[config.mk]
export PLATFORM = sky130hd
export DESIGN_NAME = spi_queue_master
export DESIGN_NICKNAME = d
export VERILOG_FILES = /design/src/rtl/spi_queue_pkg.sv /design/src/rtl/spi_queue_ram.sv /design/src/rtl/spi_queue_shifter.sv /design/src/rtl/spi_queue_seq.sv /design/src/rtl/spi_queue_master.sv
export SDC_FILE = /design/constraint.sdc
export NUM_CORES = 1
export LEC_CHECK = 0
export BUFFER_PORTS_ARGS = -buffer_cell sky130_fd_sc_hd__buf_2
export CAP_MARGIN = 20
export CORE_UTILIZATION = 40
export DETAILED_ROUTE_END_ITERATION = 10
export PLACE_DENSITY = 0.55
export SYNTH_ARGS = -nofsm -noshare
export SYNTH_HDL_FRONTEND = slang
export SYNTH_HIERARCHICAL = 1
export SYNTH_SLANG_ARGS = --single-unit
[constraint.sdc]
create_clock -name clk -period 4.6 [get_ports clk]
set_clock_uncertainty 0.1 [all_clocks]
set_input_delay 0.69 -clock clk [delete_from_list [all_inputs] [get_ports clk]]
set_output_delay 0.69 -clock clk [all_outputs]
set_load 0.05 [all_outputs]
[src/rtl/spi_queue_pkg.sv]
// Package: shared constants and types for the queued SPI master.
// Assumes: register select codes and pointer bank codes are fixed by this package.
package spi_queue_pkg;
    localparam int REG_W = 16;

    typedef enum logic [2:0] {
        SEL_MODE = 3'd0,
        SEL_CTRL = 3'd1,
        SEL_WRAP = 3'd2,
        SEL_IRQ  = 3'd3,
        SEL_PTR  = 3'd4,
        SEL_DATA = 3'd5
    } reg_sel_e;

    localparam logic [1:0] BANK_TX  = 2'd0;
    localparam logic [1:0] BANK_RX  = 2'd1;
    localparam logic [1:0] BANK_CMD = 2'd2;

    typedef enum logic [1:0] {
        SQ_IDLE  = 2'd0,
        SQ_SETUP = 2'd1,
        SQ_XFER  = 2'd2,
        SQ_GAP   = 2'd3
    } seq_state_e;
endpackage

[src/rtl/spi_queue_ram.sv]
// Module: small slot array with one synchronous write port and one combinational read port.
// Assumes: contents are not reset; the user writes a slot before reading it.
module spi_queue_ram #(
    parameter int WIDTH = 16,
    parameter int DEPTH = 16,
    localparam int AW = $clog2(DEPTH)
) (
    input  logic             clk,
    input  logic             we,
    input  logic [AW-1:0]    waddr,
    input  logic [WIDTH-1:0] wdata,
    input  logic [AW-1:0]    raddr,
    output logic [WIDTH-1:0] rdata
);
    logic [WIDTH-1:0] mem [DEPTH];

    // Store one slot on a write strobe.
    always_ff @(posedge clk) begin
        if (we) mem[waddr] <= wdata;
    end

    // Present the addressed slot.
    assign rdata = mem[raddr];
endmodule

[src/rtl/spi_queue_shifter.sv]
// Module: shifts one word of nbits on SCLK, with the divider and the launch edge selectable.
// Assumes: start is a single-cycle pulse given only while idle, and baud is nonzero.
// SCLK idles low, and every word ends after an even number of edges.
module spi_queue_shifter #(
    parameter int DATA_W = 16,
    parameter int BAUD_W = 8,
    localparam int NB_W = $clog2(DATA_W) + 1,
    localparam int CNT_W = NB_W + 1
) (
    input  logic              clk,
    input  logic              rst_n,
    input  logic              start,
    input  logic [DATA_W-1:0] tx_word,
    input  logic [NB_W-1:0]   nbits,
    input  logic [BAUD_W-1:0] baud,
    input  logic              launch_fall,
    input  logic              miso,
    output logic              sclk,
    output logic              mosi,
    output logic              done,
    output logic [DATA_W-1:0] rx_word
);
    logic [DATA_W-1:0] out_sr, rx_sr, aligned;
    logic [BAUD_W-1:0] div_cnt;
    logic [CNT_W-1:0]  edge_cnt;
    logic              sclk_q, out_bit, busy_q, done_q, last_edge;

    // Left-align the word so that the MSB of the active field leaves first.
    assign aligned   = tx_word << (DATA_W - int'(nbits));
    assign last_edge = (edge_cnt == ({nbits, 1'b0} - 1'b1));

    // Divider, edge counter, and the launch and sample shift registers.
    always_ff @(posedge clk) begin
        if (!rst_n) begin
            out_sr   <= '0;
            rx_sr    <= '0;
            div_cnt  <= '0;
            edge_cnt <= '0;
            sclk_q   <= 1'b0;
            out_bit  <= 1'b0;
            busy_q   <= 1'b0;
            done_q   <= 1'b0;
        end else begin
            done_q <= 1'b0;
            if (start && !busy_q) begin
                busy_q   <= 1'b1;
                div_cnt  <= baud - 1'b1;
                edge_cnt <= '0;
                sclk_q   <= 1'b0;
                rx_sr    <= '0;
                if (launch_fall) begin
                    out_bit <= aligned[DATA_W-1];
                    out_sr  <= aligned << 1;
                end else begin
                    out_sr  <= aligned;
                end
            end else if (busy_q) begin
                if (div_cnt == '0) begin
                    div_cnt  <= baud - 1'b1;
                    sclk_q   <= ~sclk_q;
                    edge_cnt <= edge_cnt + 1'b1;
                    if (sclk_q != launch_fall) begin
                        rx_sr <= {rx_sr[DATA_W-2:0], miso};
                    end else begin
                        out_bit <= out_sr[DATA_W-1];
                        out_sr  <= out_sr << 1;
                    end
                    if (last_edge) begin
                        busy_q <= 1'b0;
                        done_q <= 1'b1;
                    end
                end else begin
                    div_cnt <= div_cnt - 1'b1;
                end
            end
        end
    end

    assign sclk    = sclk_q;
    assign mosi    = out_bit;
    assign done    = done_q;
    assign rx_word = rx_sr;

    // the clock is low whenever no word is in flight.
    assert_sclk_idle_R4: assert property (@(posedge clk) disable iff (!rst_n)
        !busy_q |-> !sclk_q) else $error("sclk high while idle");
    // no clock edge before the divider reaches zero.
    assert_half_period_R5: assert property (@(posedge clk) disable iff (!rst_n)
        (busy_q && div_cnt != '0) |=> $stable(sclk_q)) else $error("early sclk edge");
    // the end-of-word pulse lasts one cycle.
    assert_done_pulse_R3: assert property (@(posedge clk) disable iff (!rst_n)
        done_q |=> !done_q) else $error("done longer than one cycle");
endmodule

[src/rtl/spi_queue_seq.sv]
// Module: walks the slots from the first index to the last, drives each chip-select pattern,
// starts the shifter, and spaces the slots by a programmable gap.
// Assumes: run stays high until finish, and the index wraps modulo the depth.
module spi_queue_seq
    import spi_queue_pkg::*;
#(
    parameter int IDX_W   = 4,
    parameter int CS_W    = 4,
    parameter int DELAY_W = 8
) (
    input  logic               clk,
    input  logic               rst_n,
    input  logic               run,
    input  logic [IDX_W-1:0]   start_idx,
    input  logic [IDX_W-1:0]   end_idx,
    input  logic [DELAY_W-1:0] delay,
    input  logic [CS_W-1:0]    cmd_cs,
    input  logic               shift_done,
    output logic [IDX_W-1:0]   cur_idx,
    output logic               shift_start,
    output logic               rx_we,
    output logic [CS_W-1:0]    cs_n,
    output logic               finish
);
    seq_state_e         state;
    logic [IDX_W-1:0]   idx;
    logic [DELAY_W-1:0] gap_cnt;
    logic [CS_W-1:0]    cs_q;
    logic               start_q;

    // Step the slot state machine.
    always_ff @(posedge clk) begin
        if (!rst_n) begin
            state   <= SQ_IDLE;
            idx     <= '0;
            gap_cnt <= '0;
            cs_q    <= '1;
            start_q <= 1'b0;
        end else begin
            start_q <= 1'b0;
            case (state)
                SQ_IDLE: if (run) begin
                    idx   <= start_idx;
                    state <= SQ_SETUP;
                end
                SQ_SETUP: begin
                    cs_q    <= cmd_cs;
                    start_q <= 1'b1;
                    state   <= SQ_XFER;
                end
                SQ_XFER: if (shift_done) begin
                    cs_q    <= '1;
                    gap_cnt <= delay;
                    state   <= SQ_GAP;
                end
                default: begin
                    if (gap_cnt != '0) begin
                        gap_cnt <= gap_cnt - 1'b1;
                    end else if (idx == end_idx) begin
                        state <= SQ_IDLE;
                    end else begin
                        idx   <= idx + 1'b1;
                        state <= SQ_SETUP;
                    end
                end
            endcase
        end
    end

    assign finish      = (state == SQ_GAP) && (gap_cnt == '0) && (idx == end_idx);
    assign rx_we       = (state == SQ_XFER) && shift_done;
    assign cur_idx     = idx;
    assign shift_start = start_q;
    assign cs_n        = cs_q;

    // chip selects are released outside the shifting state.
    assert_cs_release_R7: assert property (@(posedge clk) disable iff (!rst_n)
        (state != SQ_XFER) |-> (cs_q == '1)) else $error("cs active outside transfer");
    // a run begins at the programmed first slot.
    assert_first_slot_R6: assert property (@(posedge clk) disable iff (!rst_n)
        (state == SQ_IDLE && run) |=> (state == SQ_SETUP && idx == $past(start_idx)))
        else $error("queue did not start at first slot");
endmodule

[src/rtl/spi_queue_master.sv]
// Module: top of the queued SPI master.
// It holds the host registers, the three slot arrays, the sequencer and the shifter.
// Assumes: one register access per cycle. reg_rdata is combinational from reg_sel.
// The transmit and chip-select arrays are write-only from the host.
module spi_queue_master
    import spi_queue_pkg::*;
#(
    parameter int DATA_W  = 16,
    parameter int DEPTH   = 16,
    parameter int CS_W    = 4,
    parameter int BAUD_W  = 8,
    parameter int DELAY_W = 8,
    localparam int IDX_W = $clog2(DEPTH),
    localparam int PTR_W = IDX_W + 2,
    localparam int NB_W  = $clog2(DATA_W) + 1
) (
    input  logic             clk,
    input  logic             rst_n,
    input  logic [2:0]       reg_sel,
    input  logic             reg_wr,
    input  logic             reg_rd,
    input  logic [REG_W-1:0] reg_wdata,
    output logic [REG_W-1:0] reg_rdata,
    output logic             irq,
    output logic             sclk,
    output logic             mosi,
    input  logic             miso,
    output logic [CS_W-1:0]  cs_n
);
    logic [BAUD_W-1:0]  baud_q;
    logic [3:0]         bits_q;
    logic               lfall_q, run_q;
    logic [DELAY_W-1:0] delay_q;
    logic [IDX_W-1:0]   first_q, last_q;
    logic [1:0]         irq_en_q, flags_q;
    logic [PTR_W-1:0]   ptr_q;
    logic [1:0]         bank;
    logic [IDX_W-1:0]   pidx, cur_idx;
    logic               data_wr, data_acc, host_wr_ok;
    logic [DATA_W-1:0]  tx_rd, rx_rd, rx_word;
    logic [CS_W-1:0]    cmd_rd;
    logic [NB_W-1:0]    nbits;
    logic               shift_start, shift_done, rx_we, seq_finish;

    assign bank       = ptr_q[PTR_W-1 -: 2];
    assign pidx       = ptr_q[IDX_W-1:0];
    assign data_wr    = reg_wr && (reg_sel == SEL_DATA);
    assign data_acc   = (reg_wr || reg_rd) && (reg_sel == SEL_DATA);
    assign host_wr_ok = data_wr && !run_q;
    assign nbits      = (bits_q == 4'd0) ? NB_W'(DATA_W) : NB_W'(bits_q);

    // Host register writes, pointer stepping, run control and flag updates.
    always_ff @(posedge clk) begin
        if (!rst_n) begin
            baud_q   <= '0;
            bits_q   <= '0;
            lfall_q  <= 1'b0;
            run_q    <= 1'b0;
            delay_q  <= '0;
            first_q  <= '0;
            last_q   <= '0;
            irq_en_q <= '0;
            flags_q  <= '0;
            ptr_q    <= '0;
        end else begin
            if (reg_wr) begin
                case (reg_sel)
                    SEL_MODE: begin
                        baud_q  <= reg_wdata[BAUD_W-1:0];
                        bits_q  <= reg_wdata[11:8];
                        lfall_q <= reg_wdata[12];
                    end
                    SEL_CTRL: begin
                        delay_q <= reg_wdata[DELAY_W-1:0];
                        if (!run_q) run_q <= reg_wdata[15] && (baud_q != '0);
                    end
                    SEL_WRAP: begin
                        first_q <= reg_wdata[IDX_W-1:0];
                        last_q  <= reg_wdata[8 +: IDX_W];
                    end
                    SEL_IRQ: begin
                        irq_en_q <= reg_wdata[9:8];
                        flags_q  <= flags_q & ~reg_wdata[1:0];
                    end
                    SEL_PTR: ptr_q <= reg_wdata[PTR_W-1:0];
                    default: ;
                endcase
            end
            if (data_acc) ptr_q <= ptr_q + 1'b1;
            if (data_wr && run_q) flags_q[1] <= 1'b1;
            if (seq_finish) begin
                flags_q[0] <= 1'b1;
                run_q      <= 1'b0;
            end
        end
    end

    // Read mux for the host port.
    always_comb begin
        reg_rdata = '0;
        case (reg_sel)
            SEL_MODE: begin
                reg_rdata[BAUD_W-1:0] = baud_q;
                reg_rdata[11:8]       = bits_q;
                reg_rdata[12]         = lfall_q;
            end
            SEL_CTRL: begin
                reg_rdata[15]          = run_q;
                reg_rdata[DELAY_W-1:0] = delay_q;
            end
            SEL_WRAP: begin
                reg_rdata[IDX_W-1:0]  = first_q;
                reg_rdata[8 +: IDX_W] = last_q;
            end
            SEL_IRQ: begin
                reg_rdata[9:8] = irq_en_q;
                reg_rdata[1:0] = flags_q;
            end
            SEL_PTR:  reg_rdata[PTR_W-1:0] = ptr_q;
            SEL_DATA: if (bank == BANK_RX) reg_rdata[DATA_W-1:0] = rx_rd;
            default: ;
        endcase
    end

    assign irq = |(flags_q & irq_en_q);

    spi_queue_ram #(.WIDTH(DATA_W), .DEPTH(DEPTH)) u_tx_ram (
        .clk(clk), .we(host_wr_ok && bank == BANK_TX), .waddr(pidx),
        .wdata(reg_wdata[DATA_W-1:0]), .raddr(cur_idx), .rdata(tx_rd));

    spi_queue_ram #(.WIDTH(CS_W), .DEPTH(DEPTH)) u_cmd_ram (
        .clk(clk), .we(host_wr_ok && bank == BANK_CMD), .waddr(pidx),
        .wdata(reg_wdata[CS_W-1:0]), .raddr(cur_idx), .rdata(cmd_rd));

    spi_queue_ram #(.WIDTH(DATA_W), .DEPTH(DEPTH)) u_rx_ram (
        .clk(clk), .we(rx_we), .waddr(cur_idx),
        .wdata(rx_word), .raddr(pidx), .rdata(rx_rd));

    spi_queue_seq #(.IDX_W(IDX_W), .CS_W(CS_W), .DELAY_W(DELAY_W)) u_seq (
        .clk(clk), .rst_n(rst_n), .run(run_q), .start_idx(first_q), .end_idx(last_q),
        .delay(delay_q), .cmd_cs(cmd_rd), .shift_done(shift_done), .cur_idx(cur_idx),
        .shift_start(shift_start), .rx_we(rx_we), .cs_n(cs_n), .finish(seq_finish));

    spi_queue_shifter #(.DATA_W(DATA_W), .BAUD_W(BAUD_W)) u_shift (
        .clk(clk), .rst_n(rst_n), .start(shift_start), .tx_word(tx_rd), .nbits(nbits),
        .baud(baud_q), .launch_fall(lfall_q), .miso(miso), .sclk(sclk), .mosi(mosi),
        .done(shift_done), .rx_word(rx_word));

    // a run can only begin with a nonzero divider.
    assert_run_needs_baud_R5: assert property (@(posedge clk) disable iff (!rst_n)
        $rose(run_q) |-> ($past(baud_q) != '0)) else $error("run with zero divider");
    // finishing the last slot sets done and drops run.
    assert_finish_flags_R8: assert property (@(posedge clk) disable iff (!rst_n)
        seq_finish |=> (!run_q && flags_q[0])) else $error("finish not reported");
    // a data write during a run raises the collision flag.
    assert_collision_R9: assert property (@(posedge clk) disable iff (!rst_n)
        (data_wr && run_q) |=> flags_q[1]) else $error("collision missed");
    // received words are stored only during a run.
    assert_rx_in_run_R6: assert property (@(posedge clk) disable iff (!rst_n)
        rx_we |-> run_q) else $error("receive write outside run");
endmodule

# After elaboration in Yosys (flattened, before gate mapping)
# Memories as Yosys holds them, arrays and structs flattened. A register that Yosys moved wholly into a read port is not among the register bits.
# Index checks and enable logic that the tools add are counted.
dict set report classes {
  add_sub_neg 8
  mul 0
  n_div 0
  magnitude_cmp 0
  eq_ne 20
  shift 1
  muxes 64
  n_bitwise 9
  reduce_logical 53
}
# op n
set ops {}
lappend ops {{$mux W16} 6}
lappend ops {{$mux W4} 10}
lappend ops {{$mux W8} 5}
lappend ops {{$shl A16 B32 Y16} 1}
lappend ops {{$sub A8 B1 Y8 const B} 3}
lappend ops {{$mux W1} 21}
lappend ops {{$reduce_bool A2 Y1} 10}
lappend ops {{$mux W6} 3}
lappend ops {{$pmux W2 S3} 3}
lappend ops {{$reduce_and A2 Y1} 9}
lappend ops {{$logic_not A8 Y1} 2}
lappend ops {{$pmux W2 S4} 2}
lappend ops {{$pmux W4 S2} 2}
lappend ops {{$pmux W8 S2} 1}
lappend ops {{$reduce_bool A8 Y1} 2}
lappend ops {{$add A6 B1 Y6 const B} 2}
lappend ops {{$mux W2} 6}
lappend ops {{$pmux W2 S6} 1}
lappend ops {{$reduce_and A3 Y1} 4}
lappend ops {{$logic_and A1 B1 Y1} 11}
lappend ops {{$pmux W2 S5} 1}
lappend ops {{$reduce_or A2 Y1} 5}
lappend ops {{$ne A2 B2 Y1 const B} 4}
lappend ops {{$reduce_and A4 Y1} 2}
lappend ops {{24 further kinds} 39}
dict set report word_totals {
  regBits 109
  latchBits 0
  ram_bits 576
  mem_bits_ro 0
  in_bits 24
  output_inout_bits 23
  n_memories 3
}
# memory words word_bits read_ports rd_clocked_by_memory_dff write_ports line
set mem_list {}
lappend mem_list {u_rx_ram.mem 16 16 1 1 1 spi_queue_ram.sv:15} ;# logic [WIDTH-1:0] mem [DEPTH];
lappend mem_list {u_tx_ram.mem 16 16 1 1 1 spi_queue_ram.sv:15}
lappend mem_list {u_cmd_ram.mem 16 4 1 1 1 spi_queue_ram.sv:15}

# Depth between registers and ports, before layout
dict set report logic_depth {
  word_depth 8
  mapped_depth 12
  depth_no_buf 9
}

# By module
# Netlist, hierarchy kept.
# mod instances cells_per_inst area_per_inst_um2
set modules_own_cells {}
lappend modules_own_cells {{spi_queue_ram (u_rx_ram ...)} 2 416 9721.8}
lappend modules_own_cells {spi_queue_shifter 1 453 3510.9}
lappend modules_own_cells {{spi_queue_ram (u_cmd_ram)} 1 126 2586.2}
lappend modules_own_cells {spi_queue_master 1 272 2127.0}
lappend modules_own_cells {spi_queue_seq 1 159 1295.0}

# Worst setup path after synthesis
# OpenSTA, ideal clock, no wires.
dict set report synth_timing {
  kind {input to register}
  startpoint {input reg_sel[1]}
  endpoint {memory u_tx_ram.mem[0][0] (enable)}
  setup_time_ps 409
  arrival_ps 3194
  required_time_ps 4091
  path_slack_ps 897
  path_stages 6
  path_cell_list {buf_2 nor2b_2 nand3_1 nor4_1 or3b_2 nor3_1}
}
dict set report synth_via {
  elab_chain_cells 6
}
# element line
set synth_lines {}
lappend synth_lines {{start: declaration} spi_queue_master.sv:19} ;# input logic [2:0] reg_sel,
lappend synth_lines {{$eq A3 B3 Y1} spi_queue_master.sv:47} ;# assign data_wr = reg_wr && (reg_sel == SEL_DATA);
lappend synth_lines {{$logic_and A1 B1 Y1} spi_queue_master.sv:47}
lappend synth_lines {{$logic_and A1 B1 Y1} spi_queue_master.sv:49} ;# assign host_wr_ok = data_wr && !run_q;
lappend synth_lines {{$logic_and A1 B1 Y1} spi_queue_master.sv:128} ;# .clk(clk), .we(host_wr_ok && bank == BANK_TX), .waddr(pidx),
lappend synth_lines {{$mux W1} spi_queue_ram.sv:19} ;# if (we) mem[waddr] <= wdata;
lappend synth_lines {{$mux W1 (not written as such)} spi_queue_ram.sv:19}
lappend synth_lines {{end: declaration} spi_queue_ram.sv:15}
# Every way passes these cells.

==> qor.csv <==
metric,value,unit
outcome,"finished, final reports clean",
die_h,271,um
first_pass_iters,5,
syn_avg_cell_area,15.7,um^2
gp_congestion,0.844,
slew_viol_final,0,
wirelength,71300,um
min_period,4.06,ns
max-cap-violations,0,
syn_area,0.0290,mm^2
crit_path_end_kind,output pin,
synth-compound-area-share,0.0695,
fp-row-count,98,
ys_ff_latch,685,
grt_pass1_vias,16700,
fin_ws,0.537,ns
ys_warn_count,6,
grt_overflow,0,
vdd_drop_max,314,uV
synth_nets,1880,
portBuffers,46,
synthSimpleGateAreaFrac,0.0839,
hold_path.class,input port to flop,
netlist_instances,1842,
synth_enable_flop_cells,576,
synth_top_family_by_area,multiplexers,
nets,1959,
antenna_found_initial,1,
worstMarginPinSlew,1.04,ns
cts_resized,0,
fmax,0.246,GHz
layout_commonest_cell,edfxtp_1,
arrival,3.27,ns
power,14.5,mW
cts.sinks,685,
route.detailed.wl_per_inst,24.3,um
fin_cells,2933,
fin_tns_setup,0,ns
synthAdderAreaFrac,0.00605,
path_class,flop to output pin,
ant_nets,0,
postSynth.asyncResetShare,0,
dpl.hpwl,44200,um
cts_root_buf,clkbuf_16,
synth.distinct_cells,92,
die_x,271,um
hold_viol_final,0,
die-area,0.0735,mm^2
area_delta_synth_final,13.7,%
start_util,0.404,
ys_seq_area_frac,0.673,
crit_fanout,18,
cts_inserted_buffers,73,
setup_viol,0,
cts_hold_buf,0,
rsz0062_at_grt,no,
dp_cells,2795,
cp-start-kind,flop,
clk-insertion-delay-late,0.64,ns
p_leak,10.7,nW
post_cts_buffers,0,
drt-initial-drc-count,1464,
tritoncts,built,
mostFrequentLayoutCells,"edfxtp_1, nand2_1, mux4_2, dfxtp_1, nor2_1",
place_ws,0.875,ns
io_pins,47,
power.density,442,mW/mm^2
synth.mux.area_fraction,0.137,
fin_crit_sh,0.883,
clk_pin_slew,0.06,ns
cts_buffer_depth,3,
crit_required,3.81,ns
grt_max_degree,66,
synth-xor-area-share,0.00786,
yosys_most_used_dff,edfxtp_1,
core_area,0.0716,mm^2
track_usage,0.194,
relSlewSlack,0.310,
cts_max_level,3,
drc,0,
drive_gt1_frac,0.213,
via_count,16800,
grt_pass1_wl,107000,um
routed_via_density,5.72,
==> synth_stat cells, types with 8 or more instances <==
| cell | count | area, um^2 |
|---|---|---|
| mux2i_1 | 35 | 350 |
| buf_4 | 9 | 67.6 |
| nor4_1 | 11 | 68.8 |
| xor2_1 | 10 | 87.6 |
| a31oi_1 | 13 | 81.3 |
| a22oi_1 | 74 | 556 |
| a21oi_1 | 75 | 375 |
| o31ai_1 | 8 | 60.1 |
| nand3b_1 | 9 | 67.6 |
| inv_1 | 15 | 56.3 |
| nand4_1 | 8 | 50.1 |
| nor3_1 | 31 | 155 |
| nand3_1 | 41 | 205 |
| nor2b_1 | 21 | 131 |
| o22ai_1 | 8 | 50.1 |
| buf_1 | 9 | 33.8 |
| xnor2_1 | 16 | 140 |
| a22o_1 | 9 | 78.8 |
| clkbuf_1 | 48 | 180 |
| nand2_1 | 188 | 706 |
| ha_1 | 14 | 175 |
| o211ai_1 | 10 | 75.1 |
| mux4_2 | 113 | 2540 |
| mux2_2 | 15 | 169 |
| and2_1 | 13 | 81.3 |
| nor2_1 | 110 | 413 |
| o21ai_0 | 45 | 225 |
| nand2b_1 | 17 | 106 |
| buf_6 | 14 | 158 |
| and3_1 | 8 | 50.1 |
| buf_2 | 23 | 115 |
| dfxtp_1 | 109 | 2180 |
| mux4_1 | 34 | 893 |
| edfxtp_1 | 576 | 17300 |
==> metal layers <==
layer,global-route usage,vias to the layer above,share of wire
met5,0,-,0
met4,0.0467,0,0.018
met3,0.0332,80,0.058
met2,0.310,494,0.47
met1,0.276,8736,0.45
li1,-,7471,-
==> sequential cells by signal (all words and copies together) (netlist names), 2 cells and up <==
register,cells
u_rx_ram/mem,256
u_tx_ram/mem,256
u_seq/cs_n,4
baud_q,8
u_shift/rx_word,16
flags_q,2
u_cmd_ram/mem,64
first_q,4
last_q,4
delay_q,8
ptr_q,6
bits_q,4
u_seq/cur_idx,4
u_seq/state,2
u_shift/div_cnt,8
u_shift/edge_cnt,6
irq_en_q,2
u_shift/out_sr,16
u_seq/gap_cnt,8
==> per-stage QoR <==
step                cell area (um^2)  utilization  hold slack, ns
floorplan                      29000            -           0.346
global placement               30400        0.424           0.374
detailed placement             30400        0.424           0.374
CTS                            32900        0.460           0.176
global route                   32900        0.460           0.205
finish                         32900        0.460           0.209
==> worst max-delay path, cell delays in order (launching register included) <==
cell	delay, ns
dfxtp_1	0.83
and2_1	0.76
buf_4	0.27
a22oi_1	0.07
nand2_1	0.16
a22o_1	0.26
buf_2	0.30
==> cell families (layout without fill, tap and decap cells) <==
group,count (synthesis),after routing
DFF,685,685
other,0,2
buffers and inverters,124,263
and+or+nand+nor,500,500
adders and majority gates,14,14
AOI/OAI and AO/OA,296,296
muxes,197,197
xor gates and xnor gates,26,26
==> power by group <==
group / total (mW) / internal [mW] / switching (mW)
Combinational: 1.50 / 0.594 / 0.909
Clock: 6.10 / 3.59 / 2.51
Sequential: 6.94 / 6.79 / 0.147
Total: 14.5 / 11.0 / 3.56
==> final cells by class <==
cell class              count  area (um^2)
flip-flops and latches    685        19500
inverters                  17         63.8
clock inverters            45          607
fillers                  6355        38700
well taps                 950         1190
clock buffers              90         1920
multi-input cells        1033         8910
repair buffers            111          731
diodes                      2         5.00
==> final timing paths <==
kind / startpoint / endpoint / slack, ns / cells past startpoint
worst min register to register: delay_q[7] / delay_q[7] / 0.39 / 2
worst min-delay path: miso / u_shift/rx_word[0] / 0.21 / 3
worst max-delay path: ptr_q[3] / reg_rdata[10] / 0.54 / 6
worst max register to register: u_seq/cur_idx[0] / u_shift/out_sr[10] / 1.08 / 10
No activity file was read; power rests on OpenSTA's default activity.
